**config.mk**
```make
export PLATFORM = sky130hd
export DESIGN_NAME = gpio_irq_unit
export DESIGN_NICKNAME = d
export VERILOG_FILES = /design/src/rtl/gpio_irq_pkg.sv /design/src/rtl/gpio_irq_sync.sv /design/src/rtl/gpio_irq_regs.sv /design/src/rtl/gpio_irq_detect.sv /design/src/rtl/gpio_irq_prio.sv /design/src/rtl/gpio_irq_unit.sv
export SDC_FILE = /design/constraint.sdc
export NUM_CORES = 1
export LEC_CHECK = 0
export CORE_MARGIN = 3
export CORE_UTILIZATION = 35
export DETAILED_ROUTE_END_ITERATION = 6
export SYNTH_ARGS = -nofsm -noshare
export SYNTH_HDL_FRONTEND = slang
export SYNTH_SLANG_ARGS = --single-unit
```
**constraint.sdc**
```tcl
create_clock -name clk -period 2.16 [get_ports clk]
set_clock_uncertainty 0.2 [all_clocks]
set_input_delay 0.216 -clock clk [delete_from_list [all_inputs] [get_ports clk]]
set_output_delay 0.216 -clock clk [all_outputs]
set_load 0.05 [all_outputs]
```
**src/rtl/gpio_irq_pkg.sv**
```systemverilog
package gpio_irq_pkg;
   localparam int REG_W   = 16;
   localparam int ADDR_W  = 6;
   localparam int N_KINDS = 7;

   typedef enum logic [3:0] {
      K_STAT = 4'd0,
      K_EN   = 4'd1,
      K_TYPE = 4'd2,
      K_POL  = 4'd3,
      K_HOLD = 4'd4,
      K_FALL = 4'd5,
      K_RISE = 4'd6
   } reg_kind_e;

   function automatic logic kind_is_ones(input int k);
      return (k == K_POL) || (k == K_FALL) || (k == K_RISE);
   endfunction
endpackage

```
**src/rtl/gpio_irq_sync.sv**
```systemverilog
module gpio_irq_sync #(
   parameter int W      = 32,
   parameter int STAGES = 2
) (
   input  logic         clk,
   input  logic         rst_n,
   input  logic [W-1:0] d,
   output logic [W-1:0] q
);
   logic [W-1:0] st [STAGES];

   always_ff @(posedge clk or negedge rst_n) begin
      if (!rst_n) begin
         for (int s = 0; s < STAGES; s++) st[s] <= '0;
      end else begin
         st[0] <= d;
         for (int s = 1; s < STAGES; s++) st[s] <= st[s-1];
      end
   end

   assign q = st[STAGES-1];
endmodule

```
**src/rtl/gpio_irq_regs.sv**
```systemverilog
module gpio_irq_regs
   import gpio_irq_pkg::*;
#(
   parameter int HALF_W   = 16,
   parameter bit EDGE_SEL = 1'b1,
   localparam int N       = 2 * HALF_W
) (
   input  logic              clk,
   input  logic              rst_n,
   input  logic              wr,
   input  logic [ADDR_W-1:0] addr,
   input  logic [REG_W-1:0]  wdata,
   input  logic [N-1:0]      status,
   output logic [REG_W-1:0]  rdata,
   output logic [N-1:0]      clr,
   output logic [N-1:0]      en,
   output logic [N-1:0]      typ,
   output logic [N-1:0]      pol,
   output logic [N-1:0]      hold,
   output logic [N-1:0]      fall_en,
   output logic [N-1:0]      rise_en
);
   localparam int IDX_W  = ADDR_W - 1;
   localparam int KIND_W = IDX_W - 1;

   logic [IDX_W-1:0]  idx;
   logic [KIND_W-1:0] kind;
   logic              half;
   logic              kind_ok;
   logic              is_stat;
   logic [HALF_W-1:0] cfg_q [N_KINDS][2];

   assign idx     = addr[ADDR_W-1:1];
   assign kind    = idx[IDX_W-1:1];
   assign half    = idx[0];
   assign is_stat = (kind == KIND_W'(K_STAT));
   assign kind_ok = (kind > KIND_W'(K_STAT)) &&
                    (kind < (EDGE_SEL ? KIND_W'(N_KINDS) : KIND_W'(K_FALL)));

   always_ff @(posedge clk or negedge rst_n) begin
      if (!rst_n) begin
         for (int k = 0; k < N_KINDS; k++)
            for (int h = 0; h < 2; h++)
               cfg_q[k][h] <= kind_is_ones(k) ? '1 : '0;
      end else if (wr && kind_ok) begin
         cfg_q[kind][half] <= wdata[HALF_W-1:0];
      end
   end

   always_comb begin
      clr = '0;
      if (wr && is_stat) clr[half*HALF_W +: HALF_W] = wdata[HALF_W-1:0];
   end

   always_comb begin
      rdata = '0;
      if (is_stat)      rdata = REG_W'(status[half*HALF_W +: HALF_W]);
      else if (kind_ok) rdata = REG_W'(cfg_q[kind][half]);
   end

   assign en   = {cfg_q[K_EN][1],   cfg_q[K_EN][0]};
   assign typ  = {cfg_q[K_TYPE][1], cfg_q[K_TYPE][0]};
   assign pol  = {cfg_q[K_POL][1],  cfg_q[K_POL][0]};
   assign hold = {cfg_q[K_HOLD][1], cfg_q[K_HOLD][0]};

   generate
      if (EDGE_SEL) begin : g_edge_regs
         assign fall_en = {cfg_q[K_FALL][1], cfg_q[K_FALL][0]};
         assign rise_en = {cfg_q[K_RISE][1], cfg_q[K_RISE][0]};
      end else begin : g_no_edge_regs
         assign fall_en = '0;
         assign rise_en = '0;
      end
   endgenerate
endmodule

```
**src/rtl/gpio_irq_detect.sv**
```systemverilog
module gpio_irq_detect #(
   parameter int N        = 32,
   parameter bit EDGE_SEL = 1'b1
) (
   input  logic         clk,
   input  logic         rst_n,
   input  logic [N-1:0] pin_s,
   input  logic [N-1:0] typ,
   input  logic [N-1:0] pol,
   input  logic [N-1:0] hold,
   input  logic [N-1:0] fall_en,
   input  logic [N-1:0] rise_en,
   input  logic [N-1:0] clr,
   output logic [N-1:0] status,
   output logic [N-1:0] edge_hit
);
   logic [N-1:0] prev_q;
   logic [N-1:0] rise, fall;
   logic [N-1:0] level_hit;
   logic [N-1:0] stat_d;

   assign rise = pin_s & ~prev_q;
   assign fall = ~pin_s & prev_q;

   generate
      if (EDGE_SEL) begin : g_sel
         assign edge_hit = (rise & rise_en) | (fall & fall_en);
      end else begin : g_pol
         assign edge_hit = (rise & pol) | (fall & ~pol);
      end
   endgenerate

   assign level_hit = ~(pin_s ^ pol);

   assign stat_d = (~typ & level_hit)
                 | (typ & ~hold & edge_hit)
                 | (typ & hold & ((status & ~clr) | edge_hit));

   always_ff @(posedge clk or negedge rst_n) begin
      if (!rst_n) begin
         prev_q <= '0;
         status <= '0;
      end else begin
         prev_q <= pin_s;
         status <= stat_d;
      end
   end
endmodule

```
**src/rtl/gpio_irq_prio.sv**
```systemverilog
module gpio_irq_prio #(
   parameter int HALF_W = 16,
   localparam int N     = 2 * HALF_W,
   localparam int IDX_W = $clog2(N)
) (
   input  logic [N-1:0]     req,
   output logic [IDX_W-1:0] idx,
   output logic             valid
);
   logic [HALF_W-1:0] req_lo, req_hi;
   logic [IDX_W-1:0]  lo_idx, hi_idx;

   assign req_lo = req[HALF_W-1:0];
   assign req_hi = req[N-1:HALF_W];

   always_comb begin
      lo_idx = '0;
      hi_idx = '0;
      for (int i = HALF_W - 1; i >= 0; i--) begin
         if (req_lo[i]) lo_idx = IDX_W'(i);
         if (req_hi[i]) hi_idx = IDX_W'(i + HALF_W);
      end
   end

   assign valid = |req;
   assign idx   = (|req_lo) ? lo_idx : hi_idx;
endmodule

```
**src/rtl/gpio_irq_unit.sv**
```systemverilog
module gpio_irq_unit
   import gpio_irq_pkg::*;
#(
   parameter int HALF_W      = 16,
   parameter int SYNC_STAGES = 2,
   parameter bit EDGE_SEL    = 1'b1,
   localparam int NPIN       = 2 * HALF_W,
   localparam int IDX_W      = $clog2(NPIN)
) (
   input  logic              clk,
   input  logic              rst_n,
   input  logic              reg_wr,
   input  logic [ADDR_W-1:0] reg_addr,
   input  logic [REG_W-1:0]  reg_wdata,
   output logic [REG_W-1:0]  reg_rdata,
   input  logic [NPIN-1:0]   pin_in,
   output logic              irq_out,
   output logic [IDX_W-1:0]  pend_idx,
   output logic              pend_valid
);
   generate
      if (HALF_W < 1 || HALF_W > REG_W) begin : g_bad_half
         $error("HALF_W must lie between 1 and the register width");
      end
      if (SYNC_STAGES < 2) begin : g_bad_sync
         $error("SYNC_STAGES must be at least 2");
      end
   endgenerate

   logic [NPIN-1:0] pin_s;
   logic [NPIN-1:0] status_w, clr_w, en_w, typ_w, pol_w, hold_w;
   logic [NPIN-1:0] fall_w, rise_w, edge_w;
   logic [NPIN-1:0] req_w;
   logic            irq_q;

   gpio_irq_sync #(.W(NPIN), .STAGES(SYNC_STAGES)) u_sync (
      .clk(clk), .rst_n(rst_n), .d(pin_in), .q(pin_s)
   );

   gpio_irq_regs #(.HALF_W(HALF_W), .EDGE_SEL(EDGE_SEL)) u_regs (
      .clk(clk), .rst_n(rst_n), .wr(reg_wr), .addr(reg_addr),
      .wdata(reg_wdata), .status(status_w), .rdata(reg_rdata),
      .clr(clr_w), .en(en_w), .typ(typ_w), .pol(pol_w), .hold(hold_w),
      .fall_en(fall_w), .rise_en(rise_w)
   );

   gpio_irq_detect #(.N(NPIN), .EDGE_SEL(EDGE_SEL)) u_det (
      .clk(clk), .rst_n(rst_n), .pin_s(pin_s), .typ(typ_w), .pol(pol_w),
      .hold(hold_w), .fall_en(fall_w), .rise_en(rise_w), .clr(clr_w),
      .status(status_w), .edge_hit(edge_w)
   );

   assign req_w = status_w & en_w;

   gpio_irq_prio #(.HALF_W(HALF_W)) u_prio (
      .req(req_w), .idx(pend_idx), .valid(pend_valid)
   );

   always_ff @(posedge clk or negedge rst_n) begin
      if (!rst_n) irq_q <= 1'b0;
      else        irq_q <= |req_w;
   end

   assign irq_out = irq_q;
endmodule

```
==> results.toml, run 1 <==
[critical_path]
worstSetupStartpoint = "u_det.status[3]"
worstPathMaxFanout = 3
crit_type = "reg -> out"
rr_worst_depth = 7
cp.required_ps = 1740
reg2reg_from = "u_regs.en[7]"
cp-start-kind = "flip-flop"
crit_arrival_ps = 2270
end_kind = "output port"

[yosys]
synth_flop_cell = "dfrtp_1"
synth-edff-count = 0
synthCells = 1252
yosysUniqueCellTypes = 61
synth_area_sq_um = 15210
synthTopCellsByCount = "241 x dfrtp_1, 188 x mux2_2, 116 x nand2_1"
synth.most_common_cell = "dfrtp_1"
synth_area_per_cell_sq_um = 12.15
synth_warnings = 0
synth_area_leaders = "dfrtp_1 40%, dfstp_2 17%, mux2_2 14%"
ys_seq_elements = 337
async_reset_ff_share_pct = 100.0
synth_top_cell_by_area = "dfrtp_1"
yosysSeqAreaShare_pct = 56.23
synth_top_area_share_pct = 39.65
synth_fp_nets = 1309

[drt]
vias_per_cell = 5.375
drc = 0
ant_nets = 0
first_pass_iters = 5
wire_per_inst_um = 21.87
postRouteWirelength_um = 46360
drt-initial-drc-count = 1122
vias = 11390

[grt]
first_global_vias = 11720
grt_pass1_wl_um = 71480
grt_max_degree = 63
antenna_found_initial = 2
track_usage_pct = 19.97
overflow = 0

[die]
core-area_sq_um = 42420
num_rows = 75
die_h_um = 214.5
initial_core_util_pct = 35.86
die-area_sq_um = 46000
chipWidth_um = 214.5
io_pins = 80

[cts]
clock-sinks = 337
clock_tree.root_cell = "clkbuf_16"
clk_pin_slew_worst_paths_ps = 60
cts_buffer_depth = 3
insertion_delay_ps = 540
cts_tree = "done"
numCtsBuffers = 38
htree_levels = 2

[place]
gp_congestion = 0.9454
placedCellCount = 2006
dp_hpwl_um = 33000
io_buffers = 78
place_ws_ps = -371.2

[sta]
worstMarginPinSlew_ps = 661.9
final-setup-viol-count = 22
whs_ps = 45.56
hold_viol = 0
finalCritPeriodShare_pct = 124.6
report.final.slew_viol_count = 0
setup_slack_ps = -531.0
rsz0062_at_grt = "true"
setup_tns_ps = -7663
slew_headroom_pct = 55.73
timing.fmax_ghz = 0.3716
fin_crit_ps = 2691

[cells_and_area]
register_area_sq_um = 8553
n_fill_cell = 3787
stdcell_count = 2120
fin_util_pct = 48.72
syn_to_final_growth_pct = 35.85
nNetsFinal = 1569
multi_input_area_sq_um = 6990
drive_above_1_share_pct = 44.55

[pwr]
power.density_nw_per_um2 = 913.6
max-vdd-ir-drop_v = 0.0006242
power_leakage_nw = 8.681

[outcome]
violations = "setup timing"
status = "finished, violations left"

[flow_run]
maxCapViolCount = 0

[worst_hold_path]
hp-class = "in -> async"
==> power breakdown <==
part	switching (mW)	total (mW)	internal (mW)
Combinational	2.15	4.42	2.27
Sequential	0.705	7.90	7.20
Clock	2.57	6.56	3.99
==> placed cells by master, fill, tap and decap left out, types with 43 or more instances in the layout <==
master	Yosys	routed
nor2_1	56	51
buf_4	3	163
nand2_1	116	112
a21oi_1	65	57
dfstp_2	96	96
o21ai_0	53	43
mux2_2	188	184
mux2i_1	54	50
dfrtp_1	241	241
clkdlybuf4s50_1	0	50
==> cell families after synthesis <==
family	synth area share [%]
compound gates	11.63
buf+inv	2.534
xor+xnor	1.843
mux	19.54
flops	56.23
simple gates	8.217
==> final cells by class <==
cell class / count / area share, %
Antenna cell: 1 / 0.01211
Clock buffer: 62 / 5.734
Clock inverter: 8 / 0.4662
Inverter: 3 / 0.05450
Multi-Input combinational cell: 824 / 33.83
Sequential cell: 337 / 41.39
Tap cell: 577 / 3.494
Timing Repair Buffer: 308 / 15.02
==> state kept, by name, summed over array words and instances (netlist names) <==
signal / count
u_regs.pol: 32
u_regs.hold: 32
u_regs.fall_en: 32
irq_out: 1
u_det.prev_q: 32
u_sync.st: 32
u_regs.typ: 32
u_det.status: 32
u_regs.en: 32
u_sync.q: 32
u_regs.rise_en: 32
u_regs.cfg_q: 16
==> per-stage QoR <==
stage	power (mW)	instance area [sq um]
after CTS	18.92	20550
final	18.88	20660
after global routing	19.67	20660
after global placement	11.78	18460
after floorplan	9.759	15560
after detailed placement	11.85	18460
==> path summary, 6_finish.rpt <==
check	endpoint	slack, ps
setup / recovery	pend_idx[0]	-530
hold reg to reg	u_sync.q[25]	140
setup reg to reg	irq_out	320
min in group clk	u_sync.q[25]	140
hold / removal	u_sync.q[3]	50
max in group asynchronous	u_regs.rise_en[5]	950
==> critical path, cell delays in order (launching register included) <==
cell	delay (ps)
dfrtp_1	410
buf_4	160
a32o_2	280
o311ai_2	320
buf_4	180
o41ai_4	60
buf_4	170
buf_12	150
==> repair_timing <==
| item | in CTS | in global routing |
|---|---|---|
| setup endpoints to repair | 22 | 22 |
| hold buffers | 33 | 0 |
| pin swaps | 48 | 32 |
| resized for setup | 93 | 26 |
| setup buffers | 17 | 0 |
| endpoints found under the hold margin | 287 | 0 |
==> metal layers <==
| layer | wire (um) | vias up | global-route usage, % |
|---|---|---|---|
| met2 | 21390 | 378 | 31.38 |
| met5 | 13 | - | 0 |
| met4 | 1271 | 2 | 6.254 |
| met1 | 20510 | 5822 | 27.51 |
| li1 | - | 5109 | - |
| met3 | 3171 | 83 | 4.620 |
No activity file was read; power rests on OpenSTA's default activity.
==> inputs of run 2 (changes only) <==
--- a/config.mk
+++ b/config.mk
@@ -11,3 +11,4 @@
 export SYNTH_ARGS = -nofsm -noshare
 export SYNTH_HDL_FRONTEND = slang
 export SYNTH_SLANG_ARGS = --single-unit
+export TNS_END_PERCENT = 20
==> run 2 against run 1 <==
The run still ends with setup timing left. Non-clock buffer count increased by 25. Sequential power about the same. Hold slack improved by 38 ps. Critical path depth increased by 1. Global-route usage increased by 0.34 points. Register-to-register slack got worse by 50 ps. Clock-buffer cell count decreased by 11. Flip-flop and latch count unchanged. Die area unchanged. Maximum frequency decreased by 0.68%. Combinational power decreased by 3%. Clock power increased by 7.2%.
==> results.toml, run 2 (synthesized netlist as in run 1, its figures left out) <==
[critical_path]
crit_chain = "nand2_1, a32o_1, a22o_1, a211oi_2, buf_4, o41ai_4, buf_4, buf_12"
crit_arrival_ps = 2290
crit_type = "reg -> out"
cp-start-kind = "flip-flop"
crit_path_frequent_cell = "buf_4"
cpPeakStageDelay_ps = 420
end_kind = "output port"
cp.required_ps = 1740
rr_worst_depth = 6
cp_slowest_cell = "dfrtp_1"
worstPathMaxFanout = 3

[sta]
setup_tns_ps = -8886
timing.fmax_ghz = 0.3691
slew_headroom_pct = 52.28
whs_ps = 83.53
worstMarginPinSlew_ps = 713.5
finalCritPeriodShare_pct = 125.4
setup_slack_ps = -549.5
report.final.slew_viol_count = 0
rsz0062_at_grt = "true"
hold_viol = 0
fin_crit_ps = 2709
final-setup-viol-count = 22

[drt]
first_pass_iters = 5
ant_nets = 0
drc = 0
wire_per_inst_um = 21.88
postRouteWirelength_um = 46890
drt-initial-drc-count = 829
vias = 11480
vias_per_cell = 5.355

[cts]
insertion_delay_ps = 550
cts_buffer_depth = 3
cts_tree = "done"
clock-sinks = 337
clock_tree.root_cell = "clkbuf_16"
numCtsBuffers = 38
htree_levels = 2
clk_pin_slew_worst_paths_ps = 60

[pwr]
power.density_nw_per_um2 = 926.5
power.total_mw = 19.20
max-vdd-ir-drop_v = 0.0004529
power_leakage_nw = 8.839

[grt]
track_usage_pct = 20.31
grt_busiest_layer = "met2"
overflow = 0
use_met1_pct = 28.49
grt_use_met2_pct = 33.10
antenna_found_initial = 0
grt_pass1_wl_um = 72670
met3_usage_pct = 3.004
first_global_vias = 11890
grt_max_degree = 71

[place]
gp_congestion = 0.8916
io_buffers = 78
dp_hpwl_um = 33450

[flow_run]
maxCapViolCount = 0

[cells_and_area]
multi_input_area_sq_um = 6788
fin_util_pct = 48.85
n_fill_cell = 3779
register_area_sq_um = 8553
n_antenna_cell = 0
mostFrequentLayoutCells = "241 x dfrtp_1, 196 x buf_4, 187 x mux2_2"
syn_to_final_growth_pct = 36.23
nNetsFinal = 1594
layout_commonest_cell = "dfrtp_1"
drive_above_1_share_pct = 43.74

[die]
initial_core_util_pct = 35.86
chipWidth_um = 214.5
core-area_sq_um = 42420
io_pins = 80
die-area_sq_um = 46000
num_rows = 75
die_h_um = 214.5

[worst_hold_path]
hp-class = "in -> async"

[outcome]
status = "finished, violations left"
violations = "setup timing"
[run 2: per-stage QoR]
stage	setup slack (ps)	instances	cell area, sq um
after floorplan	-202.2	1252	15500
after global placement	-554.6	2040	18690
after detailed placement	-545.4	2040	18690
after CTS	-568.9	2145	20570
after global routing	-614.2	2143	20720
final	-549.5	2143	20720
[run 2: metal layers]
| metal | wire length [um] | vias up |
|---|---|---|
| met5 | 0 | - |
| met3 | 2483 | 70 |
| met2 | 22230 | 355 |
| li1 | - | 5142 |
| met1 | 21050 | 5909 |
| met4 | 1123 | 0 |
[run 2: path summary, 6_finish.rpt]
path                                  startpoint            endpoint  slack (ps)
worst max-delay path            u_det.status[30]         pend_idx[0]        -550
worst min-delay path                       rst_n     u_det.status[1]          80
worst max register to register  u_det.status[29]             irq_out         270
worst min register to register     u_sync.st[50]        u_sync.q[18]         150
max in group asynchronous                  rst_n  u_regs.rise_en[10]         950
min in group clk                   u_sync.st[50]        u_sync.q[18]         150
[run 2: area by class of cell]
cell class	count	share of cell area [%]
Timing Repair Buffer	333	15.79
Clock inverter	18	1.522
Inverter	3	0.05434
Sequential cell	337	41.28
Clock buffer	51	5.114
Tap cell	577	3.484
Multi-Input combinational cell	824	32.76
[run 2: report_power, final]
part,switching (mW),internal (mW),total [mW]
sequential,0.686,7.19,7.88
clock,2.61,4.42,7.03
combinational,2.10,2.18,4.28
total,5.40,13.8,19.2
[run 2: what timing repair did]
action / in CTS / in global routing
pin swaps: 19 / 14
gates resized for setup: 41 / 35
endpoints found under the hold margin: 289 / 0
hold buffers: 33 / 0
cloned: 0 / 0
buffers inserted: 4 / 0
setup endpoints to repair: 22 / 44
[run 2: worst max-delay path, delay by kind of cell (launching register included)]
| kind | cells | cell delay (ps) |
|---|---|---|
| AOI/OAI and AO/OA | 4 | 800 |
| buffers and inverters | 3 | 450 |
| DFF | 1 | 420 |
| and+or+nand+nor | 1 | 90 |
==> inputs of run 3 (changes only) <==
--- a/config.mk
+++ b/config.mk
@@ -5,6 +5,7 @@
 export SDC_FILE = /design/constraint.sdc
 export NUM_CORES = 1
 export LEC_CHECK = 0
+export ABC_AREA = 0
 export CORE_MARGIN = 3
 export CORE_UTILIZATION = 35
 export DETAILED_ROUTE_END_ITERATION = 6
==> results of run 3 <==
The final DEF is identical to that of run 2; final timing and power are the same.
